===== config.mk =====
export PLATFORM = sky130hd
export DESIGN_NAME = audio_sample_queue
export DESIGN_NICKNAME = d
export VERILOG_FILES = /design/src/rtl/aq_pkg.sv /design/src/rtl/aq_queue.sv /design/src/rtl/aq_irq.sv /design/src/rtl/audio_sample_queue.sv
export SDC_FILE = /design/constraint.sdc
export NUM_CORES = 1
export LEC_CHECK = 0
export ABC_AREA = 1
export BUFFER_PORTS_ARGS = -buffer_cell sky130_fd_sc_hd__buf_2
export CAP_MARGIN = 10
export CORE_ASPECT_RATIO = 0.6
export CORE_UTILIZATION = 54
export DETAILED_ROUTE_END_ITERATION = 6
export HOLD_SLACK_MARGIN = 0.03
export PLACE_DENSITY = 0.7
export SLEW_MARGIN = 20
export SYNTH_ARGS = -nofsm -noshare
export SYNTH_HDL_FRONTEND = slang
export SYNTH_HIERARCHICAL = 1
export SYNTH_SLANG_ARGS = --single-unit

===== constraint.sdc =====
create_clock -name clk -period 6.5 [get_ports clk]
set_clock_uncertainty 0.2 [all_clocks]
set_input_delay 0.975 -clock clk [delete_from_list [all_inputs] [get_ports clk]]
set_output_delay 0.975 -clock clk [all_outputs]
set_load 0.005 [all_outputs]

===== src/rtl/aq_pkg.sv =====
package aq_pkg;
  localparam int SRC_PER_DIR = 6;
  localparam int LVL_PER_DIR = 4;
  localparam int DIR_RX      = 0;
  localparam int DIR_TX      = 1;

  typedef enum int unsigned {
    SRC_EMPTY  = 0,
    SRC_AEMPTY = 1,
    SRC_FULL   = 2,
    SRC_AFULL  = 3,
    SRC_STARVE = 4,
    SRC_OVF    = 5
  } src_idx_e;

  function automatic int src_bit(input int dir, input src_idx_e s);
    return dir * SRC_PER_DIR + int'(s);
  endfunction
endpackage


===== src/rtl/aq_queue.sv =====
module aq_queue #(
  parameter int WIDTH  = 16,
  parameter int DEPTH  = 32,
  parameter int AE_LVL = 4,
  parameter int AF_LVL = 28,
  localparam int CNT_W = $clog2(DEPTH + 1),
  localparam int PTR_W = $clog2(DEPTH)
) (
  input  logic             clk,
  input  logic             rst,
  input  logic             active,
  input  logic             push_req,
  input  logic [WIDTH-1:0] push_data,
  input  logic             pop_req,
  output logic [WIDTH-1:0] pop_data,
  output logic             pop_hit,
  output logic [CNT_W-1:0] count,
  output logic             empty,
  output logic             aempty,
  output logic             full,
  output logic             afull,
  output logic             starve_evt,
  output logic             ovf_evt
);
  logic [WIDTH-1:0] mem [DEPTH];
  logic [PTR_W-1:0] wptr, rptr;
  logic [WIDTH-1:0] rd_raw;
  logic             push_ok, pop_ok;

  assign empty  = (count == '0);
  assign full   = (count == CNT_W'(DEPTH));
  assign aempty = (count <= CNT_W'(AE_LVL));
  assign afull  = (count >= CNT_W'(AF_LVL));

  assign push_ok    = active && push_req && !full;
  assign pop_ok     = active && pop_req && !empty;
  assign starve_evt = active && pop_req && empty;
  assign ovf_evt    = active && push_req && full;

  // storage: write port and registered read port, no reset
  always_ff @(posedge clk) begin
    if (push_ok) mem[wptr] <= push_data;
    if (pop_ok)  rd_raw    <= mem[rptr];
  end

  always_ff @(posedge clk) begin
    if (rst) begin
      wptr    <= '0;
      rptr    <= '0;
      count   <= '0;
      pop_hit <= 1'b0;
    end else begin
      if (push_ok) wptr <= (wptr == PTR_W'(DEPTH - 1)) ? '0 : wptr + 1'b1;
      if (pop_ok)  rptr <= (rptr == PTR_W'(DEPTH - 1)) ? '0 : rptr + 1'b1;
      case ({push_ok, pop_ok})
        2'b10:   count <= count + 1'b1;
        2'b01:   count <= count - 1'b1;
        default: count <= count;
      endcase
      if (pop_req) pop_hit <= pop_ok;
    end
  end

  assign pop_data = pop_hit ? rd_raw : '0;
endmodule


===== src/rtl/aq_irq.sv =====
module aq_irq
  import aq_pkg::*;
#(
  parameter int DIRS = 2,
  localparam int SRC_W = DIRS * SRC_PER_DIR
) (
  input  logic                              clk,
  input  logic                              rst,
  input  logic [DIRS-1:0][LVL_PER_DIR-1:0]  lvl,
  input  logic [DIRS-1:0]                   starve_evt,
  input  logic [DIRS-1:0]                   ovf_evt,
  input  logic [SRC_W-1:0]                  src_en,
  input  logic                              glb_en,
  input  logic                              clr,
  output logic [SRC_W-1:0]                  status,
  output logic                              pending
);
  for (genvar d = 0; d < DIRS; d++) begin : g_dir
    logic starve_q, ovf_q;
    always_ff @(posedge clk) begin
      if (rst) begin
        starve_q <= 1'b0;
        ovf_q    <= 1'b0;
      end else begin
        starve_q <= (starve_q && !clr) || starve_evt[d];
        ovf_q    <= (ovf_q && !clr) || ovf_evt[d];
      end
    end
    assign status[d*SRC_PER_DIR +: LVL_PER_DIR]        = lvl[d];
    assign status[d*SRC_PER_DIR + int'(SRC_STARVE)]    = starve_q;
    assign status[d*SRC_PER_DIR + int'(SRC_OVF)]       = ovf_q;
  end

  always_ff @(posedge clk) begin
    if (rst || clr) pending <= 1'b0;
    else            pending <= pending || (glb_en && |(status & src_en));
  end
endmodule


===== src/rtl/audio_sample_queue.sv =====
module audio_sample_queue
  import aq_pkg::*;
#(
  parameter int SAMPLE_W = 16,
  parameter int DEPTH    = 32,
  parameter int AE_LVL   = 4,
  parameter int AF_LVL   = 28,
  localparam int CNT_W   = $clog2(DEPTH + 1),
  localparam int SRC_W   = 2 * SRC_PER_DIR
) (
  input  logic                clk,
  input  logic                rst,
  input  logic                ctl_enable,
  input  logic                tx_queue_en,
  input  logic                rx_queue_en,
  input  logic                tx_dma_en,
  input  logic                rx_dma_en,
  input  logic [CNT_W-1:0]    tx_thresh,
  input  logic [CNT_W-1:0]    rx_thresh,
  input  logic                irq_global_en,
  input  logic [SRC_W-1:0]    irq_src_en,
  input  logic                irq_clr,
  input  logic                bus_tx_wr,
  input  logic [SAMPLE_W:0]   bus_tx_wdata,
  input  logic                bus_rx_rd,
  output logic [SAMPLE_W:0]   bus_rx_rdata,
  input  logic                ser_tx_pull,
  output logic [SAMPLE_W-1:0] ser_tx_data,
  output logic                ser_tx_valid,
  input  logic                ser_rx_push,
  input  logic [SAMPLE_W-1:0] ser_rx_data,
  output logic [CNT_W-1:0]    tx_count,
  output logic [CNT_W-1:0]    rx_count,
  output logic [SRC_W-1:0]    irq_status,
  output logic                tx_dma_req,
  output logic                rx_dma_req,
  output logic                irq_pending
);
  logic tx_active, rx_active;
  logic tx_empty, tx_aempty, tx_full, tx_afull, tx_starve, tx_ovf;
  logic rx_empty, rx_aempty, rx_full, rx_afull, rx_starve, rx_ovf;
  logic [SAMPLE_W-1:0] rx_pop_data;
  logic                rx_pop_hit;

  assign tx_active = ctl_enable && tx_queue_en;
  assign rx_active = ctl_enable && rx_queue_en;

  aq_queue #(.WIDTH(SAMPLE_W), .DEPTH(DEPTH), .AE_LVL(AE_LVL), .AF_LVL(AF_LVL)) tx_q_i (
    .clk(clk), .rst(rst), .active(tx_active),
    .push_req(bus_tx_wr && bus_tx_wdata[SAMPLE_W]),
    .push_data(bus_tx_wdata[SAMPLE_W-1:0]),
    .pop_req(ser_tx_pull), .pop_data(ser_tx_data), .pop_hit(ser_tx_valid),
    .count(tx_count), .empty(tx_empty), .aempty(tx_aempty),
    .full(tx_full), .afull(tx_afull),
    .starve_evt(tx_starve), .ovf_evt(tx_ovf)
  );

  aq_queue #(.WIDTH(SAMPLE_W), .DEPTH(DEPTH), .AE_LVL(AE_LVL), .AF_LVL(AF_LVL)) rx_q_i (
    .clk(clk), .rst(rst), .active(rx_active),
    .push_req(ser_rx_push), .push_data(ser_rx_data),
    .pop_req(bus_rx_rd), .pop_data(rx_pop_data), .pop_hit(rx_pop_hit),
    .count(rx_count), .empty(rx_empty), .aempty(rx_aempty),
    .full(rx_full), .afull(rx_afull),
    .starve_evt(rx_starve), .ovf_evt(rx_ovf)
  );

  assign bus_rx_rdata = {rx_pop_hit, rx_pop_data};

  assign tx_dma_req = tx_dma_en && tx_active && (tx_count < tx_thresh);
  assign rx_dma_req = rx_dma_en && rx_active && (rx_count >= rx_thresh);

  aq_irq #(.DIRS(2)) irq_i (
    .clk(clk), .rst(rst),
    .lvl({{tx_afull, tx_full, tx_aempty, tx_empty},
          {rx_afull, rx_full, rx_aempty, rx_empty}}),
    .starve_evt({tx_starve, rx_starve}),
    .ovf_evt({tx_ovf, rx_ovf}),
    .src_en(irq_src_en), .glb_en(irq_global_en), .clr(irq_clr),
    .status(irq_status), .pending(irq_pending)
  );
endmodule


* Yosys cells after proc, flatten, opt, wreduce, memory -nomap -nowiden
Memory sizes are Yosys's and may differ from the RTL's. A register that Yosys moved wholly into a read port is not among the register bits.
Index checks and enable logic that the tools add are counted.
Widths: inputs -> output; s select.
** Cells by class
- $add $sub $neg :: 8
- $lt $le $gt $ge :: 6
- Equal/unequal tests :: 10
- Muxes and demuxes :: 12
- Bitwise logic cells :: 1
- Reduce and logical (&&, ||, !) cells :: 40
** Operators by type and width (count)
- $mux 16 :: 2
- $logic_and 1x1->1 :: 24
- $pmux 6 s2 :: 2
- $add 5x1->5 const B :: 4
- $eq 5x5->1 const B :: 4
- $mux 5 :: 4
- $add 6x1->6 const B :: 2
- $and 12x12->12 :: 1
- $eq 6x6->1 const B :: 2
- $ge 6x5->1 const B :: 2
- $le 6x3->1 const B :: 2
- $logic_not 6->1 :: 2
- $reduce_or 12->1 :: 1
- $sub 6x1->6 const B :: 2
- $ge 6x6->1 :: 1
- $logic_or 1x1->1 :: 6
- $lt 6x6->1 :: 1
- $logic_not 1->1 :: 5
- $eq 2x1->1 const B :: 2
- $eq 2x2->1 const B :: 2
- $mux 1 :: 4
- $reduce_bool 2->1 :: 2
** Word-level totals
- Register bits after elaboration :: 39
- Memory bits (writable) :: 1024
- Input bits :: 70
- Output and inout bits :: 61
- Logic and storage cells :: 92
- Memories :: 2
** Memory list
- rx_q_i.mem :: words 32, bits a word 16, read ports 1, clocked after memory_dff 1, write ports 1, RTL line aq_queue.sv:25 : logic [WIDTH-1:0] mem [DEPTH];
- tx_q_i.mem :: words 32, bits a word 16, read ports 1, clocked after memory_dff 1, write ports 1, RTL line aq_queue.sv:25

* Logic depth before layout (Yosys ltp)
- Depth in word-level cells :: 5
- Depth in mapped cells :: 19
- Depth with buffers taken out :: 18

* Hierarchy
Netlist, hierarchy kept.
** Modules (own cells, without submodules)
- aq_queue :: instances 2, cells each 1915, area an instance 22452.8 µm², seq. area each 16195.5 µm²
- aq_irq :: instances 1, cells each 55, area an instance 354.1 µm², seq. area each 100.1 µm²
- audio_sample_queue :: instances 1, cells each 62, area an instance 350.3 µm², seq. area each 0.0 µm²

* Worst setup path before layout
OpenSTA, ideal clock, no wires.
- Path kind :: input to register
- From :: input ctl_enable
- To :: memory tx_q_i.mem[23][0], enable pin
- Setup time :: 0.409 ns
- Arrival time :: 2.688 ns
- Required time :: 5.891 ns
- Slack :: 3.203 ns
- Stages on the path :: 6
- Path buffers :: 0
- Path through :: nand2_1 -> inv_1 -> nand2_1 -> nor2_2 -> nand3_1 -> nor3_1
** Between the ends
- Longest elaborated chain between the ends :: 5
** Ends and longest elaborated chain
- start, declared :: RTL line audio_sample_queue.sv:13 : input logic ctl_enable,
- $logic_and 1x1->1 :: RTL line audio_sample_queue.sv:45 : assign tx_active = ctl_enable && tx_queue_en;
- net tx_active :: RTL line audio_sample_queue.sv:39 : logic tx_active, rx_active;
- $logic_and 1x1->1 (2 in a row) :: RTL line aq_queue.sv:35 : assign push_ok = active && push_req && !full;
- $mux 1 :: RTL line aq_queue.sv:42 : if (push_ok) mem[wptr] <= push_data;
- $mux 1 (implied by the code) :: RTL line aq_queue.sv:42
- end, declared :: RTL line aq_queue.sv:25
The timed path passes the listed nets, and every way through them passes these cells.

* Worst setup path after layout
- From :: register tx_q_i.count[3]
- To :: register tx_q_i.count[4]
** Between the ends
- Longest elaborated chain between the ends :: 5
- Elaborated cells on any way between the ends :: 12
- Those cells by class :: 2 x add/sub; 3 x eq/ne; 1 x mux; 6 x reduce/logical
** Ends and longest elaborated chain
- start, declared :: RTL line aq_queue.sv:17 : output logic [CNT_W-1:0] count,
- start signal, assigned :: RTL line aq_queue.sv:56 : 2'b10: count <= count + 1'b1;
- start signal, assigned :: RTL line aq_queue.sv:57 : 2'b01: count <= count - 1'b1;
- start signal, assigned :: RTL line aq_queue.sv:58 : default: count <= count;
- $logic_not 6->1 (*) :: RTL line aq_queue.sv:30 : assign empty = (count == '0);
- $logic_not 1->1 (*) :: RTL line aq_queue.sv:36 : assign pop_ok = active && pop_req && !empty;
- $logic_and 1x1->1 (*) :: RTL line aq_queue.sv:36
- net tx_q_i.pop_ok :: RTL line aq_queue.sv:28 : logic push_ok, pop_ok;
- $eq 2x1->1 / $eq 2x2->1 (equally long branches) :: RTL line aq_queue.sv:55 : case ({push_ok, pop_ok})
- $pmux 6 s2 / $reduce_bool 2->1 (equally long branches)
Mark *: on every way through the listed nets, which the timed path passes. The rest lies on a longest branch.
A chain may end at the register's enable or synchronous reset.

==> results.sh <==
export IMPL_async_flop_share=0
export IMPL_comb_power_share=0.065
export IMPL_rsz0062_at_grt="no"
export IMPL_worstMarginPinSlew_ps=1075
export IMPL_die_w_microns=377.2
export IMPL_grt_pass1_wl_mm=168.8
export IMPL_rr_worst_depth=18
export IMPL_synthTopCellsByArea="edfxtp_1, nor2_1, o21ai_0"
export IMPL_yosysTopAreaCell="edfxtp_1"
export IMPL_synth_fa_ha_area_frac=0.008504
export IMPL_gr_usage_all_layers=0.2638
export IMPL_outcome="finished clean"
export IMPL_clock_fmax_mhz=278.2
export IMPL_final_min_clock_period_ps=3595
export IMPL_start_kind="flop"
export IMPL_worstSetupPathType="reg2reg"
export IMPL_arrival_ps=3980
export IMPL_required_ps=6880
export IMPL_area_growth_pct=10.60
export IMPL_power_frac_seq=0.532
export IMPL_start_util=0.5461
export IMPL_hold_end="irq_i/pending$_SDFF_PP0_"
export IMPL_end_kind="flop"
export IMPL_yosysMostFrequentCell="edfxtp_1"
export IMPL_fin_crit_sh=0.5530
export IMPL_tritoncts="built"
export IMPL_p_sw_mw=3.354
export IMPL_via_per_inst=5.694
export IMPL_dpl_hpwl_mm=67.06
export IMPL_multi_input_area_sq_um=11040
export IMPL_nFillCells=6562
export IMPL_r2r_start="tx_q_i/count[3]$_SDFFE_PP0P_"
export IMPL_grt_max_degree=195
export IMPL_drc=0
export IMPL_avgSynthCellArea_sq_um=11.56
export IMPL_synth_top_family_by_area="simple AND/OR/NAND/NOR gates"
export IMPL_power_mw=14.73
export IMPL_cts_setup_buffers=0
export IMPL_highest_layer="met5"
export IMPL_cts_max_level=3
export IMPL_num_vias=29920
export IMPL_synthXorXnorAreaFrac=0.001536
export IMPL_ys_top_cells_by_count="edfxtp_1, nor2_1, nand2_1"
export IMPL_grt_pass1_vias=27500
export IMPL_post_cts_resized=0
export IMPL_timing_max_cap_violations=0
export IMPL_synth_nets=4048
export IMPL_cts_buffer_depth=3
export IMPL_p_int_mw=11.37
export IMPL_root_buffer="clkbuf_16"
export IMPL_syn_area_sq_um=45610
export IMPL_ir_worst_vdd_mv=0.2085
export IMPL_hold_path_depth=2
export IMPL_post_dp_cell_area_sq_um=47170
export IMPL_clock_sinks=1095
export IMPL_drv_slew=0
export IMPL_clk_transition_reported_paths_ps=70
export IMPL_core_rowCount=82
export IMPL_p_clk_frac=0.403
export IMPL_port_buffers=130
export IMPL_synth_top_area_share=0.6953
export IMPL_utilization=0.6040
export IMPL_setup_viol=0
export IMPL_ys_types=33
export IMPL_hold_viol_final=0
export IMPL_drive_above_1_share=0.1018
export IMPL_wl_met2_mm=46.14
export IMPL_rr_endpoint="tx_q_i/count[4]$_SDFFE_PP0P_"
export IMPL_ctsHoldBuffers=0
export IMPL_path_max_fanout=22
export IMPL_totalWireLength_mm=113.1
export IMPL_synthCells=3947
export IMPL_wl_met1_mm=52.48
export IMPL_routabilityCongestion=0.8788
export IMPL_ys_warn_count=6
export IMPL_ioPinCount=131
export IMPL_synth_edf_count=1056
export IMPL_die_area_sq_um=85670
export IMPL_hold_slack_ps=263.0
export IMPL_synth_mux_area_frac=0
export IMPL_synth_compound_area_frac=0.09149
export IMPL_antenna_found_initial=3
export IMPL_ys_seq_elements=1095
export IMPL_ff_latch_area_sq_um=32510
export IMPL_power_leakage_nw=18.20
export IMPL_power_density_nw_per_um2=291.9
export IMPL_die_h_microns=227.1
export IMPL_ys_seq_area_frac=0.7124
export IMPL_r2r_slack_ps=2910
export IMPL_clk_insertion_delay_late_ps=700
export IMPL_tns_ps=0
export IMPL_hold_start="irq_i/pending$_SDFF_PP0_"
export IMPL_numCtsBuffers=98
export IMPL_drtAntennaViolNets=0
export IMPL_grt_ovfl_total=0
export IMPL_wl_per_cell_microns=21.53
export IMPL_synth_flop_cell="edfxtp_1"
export IMPL_nets=4132
export IMPL_first_iter_violations=3589
export IMPL_min_path_type="reg2reg"
export IMPL_core_area_sq_um=83520
export IMPL_fin_area_sq_um=50440
export IMPL_dr_pass1_iters=7
export IMPL_p_sw_frac=0.2278
export IMPL_synth_simple_gate_area_frac=0.1395
export IMPL_wl_met3_mm=12.77
export IMPL_timing_slew_headroom=0.2832
## worst max-delay path, cell delays in order (launching register included)
cell and delay [ps]:
dfxtp_1 470, inv_1 160, nand2_1 90, nor2_1 50
nand2_1 150, nand2_1 190, inv_1 750, ha_1 470
inv_1 140, nand2_1 80, nand2_1 60, inv_1 50
ha_1 120, o21bai_1 130, nand2_1 100, nand3_1 90
nand2_1 50, nor2_1 80, nor2_1 40
## layer usage
| layer | GRT usage | vias to the layer above |
|---|---|---|
| li1 | - | 13878 |
| met2 | 0.3573 | 1370 |
| met5 | 0 | - |
| met1 | 0.4193 | 14523 |
| met3 | 0.07555 | 147 |
| met4 | 0.05442 | 2 |
## power by group through the flow
| stage | clock network (mW) | registers [mW] | logic [mW] |
|---|---|---|---|
| finish | 5.93 | 7.83 | 0.964 |
| global route | 6.28 | 7.83 | 1.07 |
| CTS | 6.02 | 7.83 | 0.954 |
| detailed placement | 0 | 7.98 | 0.950 |
| global placement | 0 | 7.98 | 0.937 |
| floorplan | 0 | 7.94 | 0.617 |
## cell type report
type,count,area share
flip-flops and latches,1095,0.6444
repair buffers,213,0.02599
clock buffers,122,0.05184
clock inverters,63,0.01285
well taps,1134,0.02813
multi-input cells,2389,0.2189
inverters,234,0.01761
diodes,5,0.0002480
## cells by family after synthesis
kind of cell | Yosys count
DFF | 1095
buffers and inverters | 463
adders and majority gates | 31
and+or+nand+nor | 1586
AOI/OAI and AO/OA | 764
xor gates and xnor gates | 8
## cells in the final DEF (no fill, tap or decap), drive strengths merged, types with 39 or more instances in the layout
| cell type | n |
|---|---|
| dfxtp | 39 |
| a21oi | 93 |
| nand3 | 168 |
| clkinv | 50 |
| nor2 | 873 |
| edfxtp | 1056 |
| or2 | 65 |
| o21ai | 533 |
| inv | 233 |
| nand2 | 463 |
| clkbuf | 122 |
| buf | 213 |
| o211ai | 128 |
## worst max path at each step
stage,start,end,slack [ps],depth (start not counted)
2_1_floorplan,ctl_enable,tx_q_i/mem[23][0]$_DFFE_PP_,3200,6
3_3_place_gp,ctl_enable,tx_q_i/count[4]$_SDFFE_PP0P_,2400,19
3_5_place_dp,ctl_enable,rx_q_i/count[4]$_SDFFE_PP0P_,2430,19
4_1_cts,rx_q_i/count[3]$_SDFFE_PP0P_,rx_q_i/count[4]$_SDFFE_PP0P_,2930,18
5_1_grt,rx_q_i/count[3]$_SDFFE_PP0P_,rx_q_i/count[4]$_SDFFE_PP0P_,2550,18
6_report,tx_q_i/count[3]$_SDFFE_PP0P_,tx_q_i/count[4]$_SDFFE_PP0P_,2910,18
## registers in the layout, indices dropped and copies added, names as in the netlist, 5 cells and up
register	flops
rx_q_i/rptr	5
tx_q_i/count	6
rx_q_i/rd_raw	16
rx_q_i/count	6
rx_q_i/mem	512
tx_q_i/wptr	5
rx_q_i/wptr	5
tx_q_i/mem	512
tx_q_i/rd_raw	16
tx_q_i/rptr	5
## metrics by stage
step / setup slack [ps] / instances
final: 2906 / 5255
after global routing: 2554 / 5250
after CTS: 2932 / 5250
after detailed placement: 2435 / 5065
after global placement: 2401 / 5065
after floorplan: 3203 / 3947
Power figures use the tool's default switching activity.
